File: src/rtl/mbox_pkg.sv
package mbox_pkg;
  parameter int DW = 32;
  localparam int TRIG_BIT = DW - 1;
  localparam int ST_BUSY  = 0;
  localparam int ST_PEND  = 1;
  typedef logic [DW-1:0] word_t;
endpackage

File: src/rtl/mbox_chan.sv
module mbox_chan
  import mbox_pkg::*;
#(
  parameter int PAY_WORDS = 4,
  localparam int CH_WORDS = PAY_WORDS + 2,
  localparam int SEL_W    = $clog2(CH_WORDS)
) (
  input  logic             clk_i,
  input  logic             rst_ni,
  input  logic             wr_i,
  input  logic [SEL_W-1:0] sel_i,
  input  word_t            wdata_i,
  output word_t            rdata_o,
  output logic             busy_o,
  output logic             pend_o
);
  localparam int SEL_STAT = CH_WORDS - 1;

  logic [DW-2:0]               id_q;
  word_t [PAY_WORDS-1:0]       pay_q;
  logic                        busy_q, pend_q;
  logic                        wr_ctrl, wr_stat;

  assign wr_ctrl = wr_i && (sel_i == '0);
  assign wr_stat = wr_i && (sel_i == SEL_W'(SEL_STAT));

  always_ff @(posedge clk_i or negedge rst_ni) begin
    if (!rst_ni) begin
      id_q   <= '0;
      busy_q <= 1'b0;
      pend_q <= 1'b0;
    end else begin
      if (wr_ctrl) begin
        id_q <= wdata_i[DW-2:0];
        if (wdata_i[TRIG_BIT]) begin
          busy_q <= 1'b1;
          pend_q <= 1'b1;
        end
      end
      if (wr_stat) begin
        if (wdata_i[ST_BUSY]) busy_q <= 1'b0;
        if (wdata_i[ST_PEND]) pend_q <= 1'b0;
      end
    end
  end

  for (genvar p = 0; p < PAY_WORDS; p++) begin : g_pay
    always_ff @(posedge clk_i or negedge rst_ni) begin
      if (!rst_ni)                                 pay_q[p] <= '0;
      else if (wr_i && sel_i == SEL_W'(p + 1))     pay_q[p] <= wdata_i;
    end
  end

  always_comb begin
    rdata_o = '0;
    if (sel_i == '0) begin
      rdata_o = {1'b0, id_q};
    end else if (sel_i == SEL_W'(SEL_STAT)) begin
      rdata_o[ST_BUSY] = busy_q;
      rdata_o[ST_PEND] = pend_q;
    end else begin
      for (int p = 0; p < PAY_WORDS; p++)
        if (sel_i == SEL_W'(p + 1)) rdata_o = pay_q[p];
    end
  end

  assign busy_o = busy_q;
  assign pend_o = pend_q;
endmodule

File: src/rtl/mbox_irq_route.sv
module mbox_irq_route #(
  parameter int N_CH = 8
) (
  input  logic [N_CH-1:0]   pend_i,
  input  logic [2*N_CH-1:0] mask_i,
  output logic              host_irq_o,
  output logic              sub_irq_o
);
  always_comb begin
    host_irq_o = 1'b0;
    sub_irq_o  = 1'b0;
    for (int n = 0; n < N_CH; n++) begin
      host_irq_o = host_irq_o | (pend_i[n] & ~mask_i[n]);
      sub_irq_o  = sub_irq_o  | (pend_i[n] & ~mask_i[N_CH+n]);
    end
  end
endmodule

File: src/rtl/mbox_hub.sv
module mbox_hub
  import mbox_pkg::*;
#(
  parameter int N_CH      = 8,
  parameter int PAY_WORDS = 4,
  parameter int ADDR_W    = 9,
  parameter int SUM_OFS   = 'hC0,
  parameter int MASK_OFS  = 'h100
) (
  input  logic              clk_i,
  input  logic              rst_ni,
  input  logic              req_i,
  input  logic              we_i,
  input  logic [ADDR_W-1:0] addr_i,
  input  logic [31:0]       wdata_i,
  output logic [31:0]       rdata_o,
  output logic              host_irq_o,
  output logic              sub_irq_o
);
  localparam int CH_WORDS = PAY_WORDS + 2;
  localparam int CH_BYTES = CH_WORDS * 4;
  localparam int SEL_W    = $clog2(CH_WORDS);

  logic [N_CH-1:0]   hit, busy_w, pend_w;
  word_t             ch_rd [N_CH];
  logic [2*N_CH-1:0] sum_w, mask_q;
  word_t             rd_next, rdata_q;
  logic              wr_mask;

  for (genvar n = 0; n < N_CH; n++) begin : g_ch
    logic [ADDR_W-1:0] off;
    assign off    = addr_i - ADDR_W'(n * CH_BYTES);
    assign hit[n] = off < ADDR_W'(CH_BYTES);

    mbox_chan #(.PAY_WORDS(PAY_WORDS)) u_chan (
      .clk_i   (clk_i),
      .rst_ni  (rst_ni),
      .wr_i    (req_i && we_i && hit[n]),
      .sel_i   (off[SEL_W+1:2]),
      .wdata_i (wdata_i),
      .rdata_o (ch_rd[n]),
      .busy_o  (busy_w[n]),
      .pend_o  (pend_w[n])
    );

    assign sum_w[2*n]   = busy_w[n];
    assign sum_w[2*n+1] = pend_w[n];
  end

  assign wr_mask = req_i && we_i && (addr_i == ADDR_W'(MASK_OFS));

  always_ff @(posedge clk_i or negedge rst_ni) begin
    if (!rst_ni)      mask_q <= '1;
    else if (wr_mask) mask_q <= wdata_i[2*N_CH-1:0];
  end

  always_comb begin
    rd_next = '0;
    if (addr_i == ADDR_W'(SUM_OFS))       rd_next = DW'(sum_w);
    else if (addr_i == ADDR_W'(MASK_OFS)) rd_next = DW'(mask_q);
    else
      for (int n = 0; n < N_CH; n++)
        if (hit[n]) rd_next = rd_next | ch_rd[n];
  end

  always_ff @(posedge clk_i or negedge rst_ni) begin
    if (!rst_ni)              rdata_q <= '0;
    else if (req_i && !we_i)  rdata_q <= rd_next;
  end

  assign rdata_o = rdata_q;

  mbox_irq_route #(.N_CH(N_CH)) u_route (
    .pend_i     (pend_w),
    .mask_i     (mask_q),
    .host_irq_o (host_irq_o),
    .sub_irq_o  (sub_irq_o)
  );
endmodule

File: config.mk
export PLATFORM = sky130hd
export DESIGN_NAME = mbox_hub
export DESIGN_NICKNAME = d
export VERILOG_FILES = /design/src/rtl/mbox_pkg.sv /design/src/rtl/mbox_chan.sv /design/src/rtl/mbox_irq_route.sv /design/src/rtl/mbox_hub.sv
export SDC_FILE = /design/constraint.sdc
export NUM_CORES = 2
export LEC_CHECK = 0
export BUFFER_PORTS_ARGS = -buffer_cell sky130_fd_sc_hd__buf_2
export CORE_UTILIZATION = 44
export CTS_CLUSTER_DIAMETER = 50
export DETAILED_ROUTE_END_ITERATION = 16
export PLACE_DENSITY = 0.6
export SYNTH_ARGS = -nofsm -noshare
export SYNTH_HDL_FRONTEND = slang
export SYNTH_SLANG_ARGS = --single-unit
File: constraint.sdc
create_clock -name clk_i -period 1.6 [get_ports clk_i]
set_input_delay 0.08 -clock clk_i [delete_from_list [all_inputs] [get_ports clk_i]]
set_output_delay 0.08 -clock clk_i [all_outputs]
set_load 0.02 [all_outputs]
## After elaboration in Yosys (flattened, before gate mapping)

Cells that the tools add are included.

- Add/sub/neg operators: 7
- Multipliers: 0
- Divide/modulo/power cells: 0
- Order comparisons: 8
- Equality and inequality tests: 42
- Shifts and indexed selects: 0
- Muxes and demuxes: 144
- Bitwise gates (word level): 53
- Reduce and logical (&&, ||, !) cells: 68

Operators with widths:

| kind | number |
|---|---|
| 32-bit 2-to-1 mux | 64 |
| 30-bit 2-to-1 mux | 8 |
| 32-bit bitwise OR | 7 |
| 9-bit by 5-bit < comparator with 1-bit output (second input constant) | 8 |
| 1-bit 2-to-1 mux | 64 |
| 1-bit logical AND | 59 |
| 3-bit by 2-bit == test with 1-bit output (second input constant) | 16 |
| 3-bit == test (second input constant) | 16 |
| 9-bit by 7-bit subtractor with 9-bit output (second input constant) | 3 |
| 3-bit by 1-bit == test with 1-bit output (second input constant) | 8 |
| 3-bit logical NOT | 8 |
| 9-bit by 8-bit subtractor with 9-bit output (second input constant) | 2 |
| 1-bit AND | 16 |
| 2-bit 2-to-1 mux | 8 |
| 1-bit NOT | 16 |
| 1-bit bitwise OR | 14 |
| 9-bit by 8-bit == test with 1-bit output (second input constant) | 1 |
| 9-bit == test (second input constant) | 1 |
| 9-bit by 5-bit subtractor with 9-bit output (second input constant) | 1 |
| 9-bit by 6-bit subtractor with 9-bit output (second input constant) | 1 |
| 1-bit logical NOT | 1 |

- Flip-flop bits (word level): 1,336
- Bits in latches: 0
- Memory bits (writable): 0
- Bits in read-only memories: 0
- Input bits: 45
- Output and inout port bits: 34
- Word-level logic and storage cells: 380
- Memories kept: 0

## Longest topological paths before layout

- Depth after elaboration: 38
- Depth in mapped cells: 16
- Gate-level depth less buffers: 8

## Hierarchy

From an unflattened synthesis, not the netlist that was laid out.

- Cells, all modules: 5,067
- Area total of the unflattened synthesis: 65,869.4 um2

By module, submodules not included:

| module | instances | cells each | area an instance (um2) | seq. area each (um2) |
|---|---|---|---|---|
| mbox_chan at g_ch[1].u_chan ... | 7 | 574 | 7,704.9 | 4,028.9 |
| mbox_chan at g_ch[0].u_chan | 1 | 503 | 7,320.8 | 4,028.9 |
| mbox_hub | 1 | 528 | 4,519.3 | 1,221.2 |
| mbox_irq_route | 1 | 18 | 95.1 | 0.0 |

## Worst setup path before layout

Ideal clock, no wire load.

- Path type: input -> register
- Start: input addr_i[4]
- End: register g_ch[1].u_chan.pay_q[38] in the netlist's numbering
- Setup time: 125 ps
- Arrival time: 3,341 ps
- Required time: 1,475 ps
- Setup slack: -1,866 ps
- Stages: 12
- Buffers on the path: 7
- Cell sequence: clkbuf_1 buf_1 inv_2 clkbuf_1 clkbuf_1 ha_1 buf_2 or2_2 clkbuf_1 nor4_2 buf_2 mux2_2

- Longest elaborated chain between the ends: 4
- Elaborated cells between the ends (all ways): 5
- Those cells by class: 1 x add/sub; 1 x order compare; 1 x eq/ne; 2 x reduce/logical

RTL lines:

| element | line | text |
|---|---|---|
| from (decl) | mbox_hub.sv:14 | `input logic [ADDR_W-1:0] addr_i,` |
| 9-bit by 5-bit subtractor with 9-bit output (*) | mbox_hub.sv:32 | `assign off = addr_i - ADDR_W'(n * CH_BYTES);` |
| 9-bit by 5-bit < comparator with 1-bit output | mbox_hub.sv:33 | `assign hit[n] = off < ADDR_W'(CH_BYTES);` |
| 1-bit logical AND | mbox_hub.sv:38 | `.wr_i (req_i && we_i && hit[n]),` |
| 1-bit logical AND (*) | mbox_chan.sv:50 | `else if (wr_i && sel_i == SEL_W'(p + 1)) pay_q[p] <= wdata_i;` |
| to (signal, indexed assignment) | mbox_chan.sv:50 |  |
| to (decl) | mbox_chan.sv:20 | `word_t [PAY_WORDS-1:0] pay_q;` |

Mark *: on every way between the ends. The rest lies on a longest branch, timed or not.
A chain may end at the register's enable or synchronous reset.

## Final worst setup path

- Start: register g_ch[4].u_chan.pend_q
- End: output sub_irq_o

- Longest elaborated chain between the ends: 5

RTL lines:

| element | line | text |
|---|---|---|
| from (decl) | mbox_chan.sv:21 | `logic busy_q, pend_q;` |
| from (signal assigned) | mbox_chan.sv:31 | `pend_q <= 1'b0;` |
| from (signal assigned) | mbox_chan.sv:37 | `pend_q <= 1'b1;` |
| from (signal assigned) | mbox_chan.sv:42 | `if (wdata_i[ST_PEND]) pend_q <= 1'b0;` |
| 1-bit AND | mbox_irq_route.sv:14 | `sub_irq_o = sub_irq_o \| (pend_i[n] & ~mask_i[N_CH+n]);` |
| 1-bit bitwise OR (4 in a row) | mbox_irq_route.sv:14 |  |
| to (decl) | mbox_hub.sv:18 | `output logic sub_irq_o` |

No other way between the ends.

==> flow_summary_export.csv <==
group,metric,value,unit
drt,dr.pass1.iters,8,
drt,drtIter0Drc,4225,
drt,antenna_left,0,
synthesis,ys.flop_type,"dfrtp_1",
timing,fmax,447,MHz
power_and_ir_drop,power_frac_seq,44.0,%
clocking,root_buffer,"clkbuf_16",
final_layout,syn2layout_area_growth,28.8,%
outcome,failed_checks,"setup timing",
timing,slew_headroom,30.8,%
final_layout,drive_gt1_share,50.8,%
critical_path,critPathMaxFanout,4,
clocking,cts.sinks,1336,
global_routing,grt-ovfl-total,0,
placed_design,place_congestion,0.941,
placed_design,dp_hpwl,145000,um
global_routing,first_global_vias,44300,
placed_design,post_dp_cell_area,70300,um2
timing,setup_ws,-0.639,ns
final_layout,fin_nets,5280,
clocking,htreeDepth,4,
clocking,clkTransAtPathRegs,0.06,ns
final_layout,fin_area,79700,um2
power_and_ir_drop,ir_worst_vdd,0.00104,V
global_routing,track_usage,31.3,%
synthesis,synth_edf_count,0,
synthesis,synth_seq_cells,1336,
synthesis,synth_warnings,0,
timing,rsz0062_at_grt,"yes",
timing,final.setup_skew,0.0379,ns
power_and_ir_drop,p_leak,37.9,nW
global_routing,grt_pass1_wl,322000,um
run,cap_viol_max_count,0,
clocking,cts_tree,"built",
synthesis,postSynthAreaPerCell,13.3,um2
drt,remaining_drc_errors,0,
power_and_ir_drop,comb_power_share,10.3,%
floorplan,io_pins,79,
power_and_ir_drop,switching_share,25.3,%
clocking,cts_made_buffers,159,
floorplan,die_y,377,um
timing,hold_viol_final,0,
placed_design,place_inst,6800,
floorplan,die_w,377,um
synthesis,synthCells,4673,
floorplan,core_area,140000,um2
synthesis,ys_seq_area_share,54.0,%
drt,drt-wirelength-per-cell,31.8,um
floorplan,start_util,44.4,%
drt,routed_wl,230000,um
critical_path,cp.required,1.52,ns
synthesis,synthesis.nets,4727,
outcome,status,"complete, but fails checks",
global_routing,grt_start_max_net_pins,99,
drt,drt-vias-per-instance,6.17,
min_path,hp-class,"input port to asynchronous set/reset pin",
clocking,clockBufferDepth,3,
critical_path,crit_arrival,2.16,ns
floorplan,dieArea,142000,um2
synthesis,async_reset_ff_share,100,%
placed_design,placement.io_buffers,78,
power_and_ir_drop,internal-power,0.0614,W
critical_path,criticalPathCategory,"flip-flop to output pin",
power_and_ir_drop,clkPwrFrac,45.6,%
timing,fin_crit,2.24,ns
power_and_ir_drop,p_per_area,1030,nW/um2
drt,num_vias,44600,
critical_path,r2r_slack,-0.33,ns
timing,drv_slew,0,
critical_path,start_kind,"flip-flop",
timing,fin_crit_sh,140,%
clocking,clk_latency,0.83,ns
power_and_ir_drop,power_switching,0.0208,W
synthesis,synth_cell_types,70,
synthesis,synth_area,61900,um2
final_layout,fin_cells,7235,
timing,worst_slew_pin_slew,1.04,ns
power_and_ir_drop,finalPower,0.0822,W
critical_path,end_kind,"output pin",
floorplan,rows,137,
global_routing,antenna_found_initial,4,
timing,setup_viol,257,
[worst max-delay path, cell delays in order (launching register included)]
cell	delay (ns)
dfrtp_1	0.43
inv_1	0.13
o22ai_2	0.08
or4_4	0.55
buf_6	0.16
[cells in the final DEF (no fill, tap or decap), types with 15 or more instances in the layout]
cell	count
o22ai_2	24
a221oi_1	22
o21ai_0	109
o22ai_1	88
nor2_1	78
clkbuf_8	26
mux2i_1	247
buf_12	200
nor3_1	28
nand2_2	18
a22oi_1	52
clkbuf_1	31
clkinv_2	22
mux4_2	96
a211oi_1	25
buf_2	66
dfstp_2	16
a21oi_1	140
nand3_1	32
a22oi_2	39
clkbuf_16	183
a222oi_1	27
dlygate4sd3_1	37
o22a_1	17
inv_1	37
buf_4	467
buf_6	49
a31oi_1	37
nor3_4	15
mux2_2	1064
mux2_4	215
dfrtp_1	1310
nand2_1	159
[cell usage after synthesis, types with 12 or more instances]
master    instances  share of area (%)
mux2i_1         249                4.0
o22ai_1         118                1.2
nor2_1           93               0.56
or3_1            12               0.12
buf_4            12               0.15
a21oi_1         153                1.2
o21ai_0         126                1.0
inv_1            41               0.25
buf_2           155                1.3
mux4_2           96                3.5
and3_1           16               0.16
a222oi_1         27               0.44
nand2_1         182                1.1
buf_1            25               0.15
nor3_1           44               0.36
a31oi_1          39               0.39
o22a_1           17               0.24
o221ai_1         17               0.24
mux2_4           26               0.63
nand3_1          37               0.30
a22oi_1          91                1.1
clkbuf_1        271                1.6
dfrtp_1        1320                 53
a221oi_1         31               0.44
mux2_2         1253                 23
dfstp_2          16               0.68
a211oi_1         28               0.34
[logic make-up (layout without fill, tap and decap cells)]
logic type / count (synthesis) / after routing / synth area share, %
flops: 1336 / 1336 / 54.0
fa+ha+maj: 9 / 9 / 0.182
compound gates: 740 / 740 / 7.92
other cells: 0 / 5 / 0
xor+xnor: 6 / 6 / 0.0849
simple gates: 439 / 439 / 3.20
buf+inv: 512 / 1193 / 3.54
mux: 1631 / 1631 / 31.1
[state kept, by name, summed over array words and instances, names as in the netlist]
register and cells:
mask_q 16, g_ch.u_chan.id_q 248, rdata_o 32, g_ch.u_chan.pay_q 1024, g_ch.u_chan.busy_o 8, g_ch.u_chan.pend_o 8
[final timing paths]
kind	endpoint	depth (start not counted)	start
worst max-delay path	sub_irq_o	4	g_ch[4].u_chan.pend_o$_DFF_PN0_
worst min-delay path	g_ch[1].u_chan.pay_q[88]$_DFFE_PN0P_	3	rst_ni
worst max register to register	rdata_o[5]$_DFFE_PN0P_	6	g_ch[3].u_chan.pay_q[5]$_DFFE_PN0P_
worst min register to register	g_ch[6].u_chan.pay_q[65]$_DFFE_PN0P_	2	g_ch[6].u_chan.pay_q[65]$_DFFE_PN0P_
max in group asynchronous	g_ch[2].u_chan.pay_q[19]$_DFFE_PN0P_	3	rst_ni
min in group clk_i	mask_q[2]$_DFFE_PN1P_	6	addr_i[0]
[per-stage QoR]
stage,setup TNS [ns],hold WS [ns],utilization [%],setup slack (ns)
6_report,-23.51,0.0440,57.2,-0.639
5_1_grt,-25.55,0.0614,57.1,-0.685
4_1_cts,-10.21,0.0121,56.0,-0.684
3_5_place_dp,-1097.91,-0.00864,50.4,-1.18
3_3_place_gp,-1084.33,0.00115,50.4,-1.11
2_1_floorplan,-1052.84,-0.216,-,-1.19
[power groups by stage]
stage	registers [W]	logic, W	clock network, W
2_1_floorplan	0.0365	0.00390	0
3_3_place_gp	0.0367	0.00770	0
3_5_place_dp	0.0367	0.00780	0
4_1_cts	0.0361	0.00822	0.0380
5_1_grt	0.0363	0.00893	0.0393
6_report	0.0362	0.00850	0.0375
[layout make-up]
class	instances	area (um2)
Clock buffer	220	4550
Clock inverter	69	886
Sequential cell	1336	33500
Multi-Input combinational cell	2825	28600
Antenna cell	5	12.5
Inverter	44	205
Timing Repair Buffer	860	9730
Tap cell	1876	2350
Fill cell	11200	59800
[layer usage]
layer | part of all wire [%] | global-route usage [%] | vias to the layer above
met1 | 42 | 43.6 | 23700
met5 | 0.012 | 0 | -
met3 | 8.8 | 6.30 | 518
met4 | 4.9 | 13.2 | 4
li1 | - | - | 18400
met2 | 45 | 47.7 | 1998
[repair_timing]
item                                    4_1_cts  5_1_grt
gates resized for setup                     280      253
hold buffers                                 37        0
gates cloned                                 14       25
endpoints found under the hold margin      2418        0
pin swaps                                    80       81
endpoints found under the setup margin      531      747
setup buffers                                53       33
No activity file was read; power rests on OpenSTA's default activity.
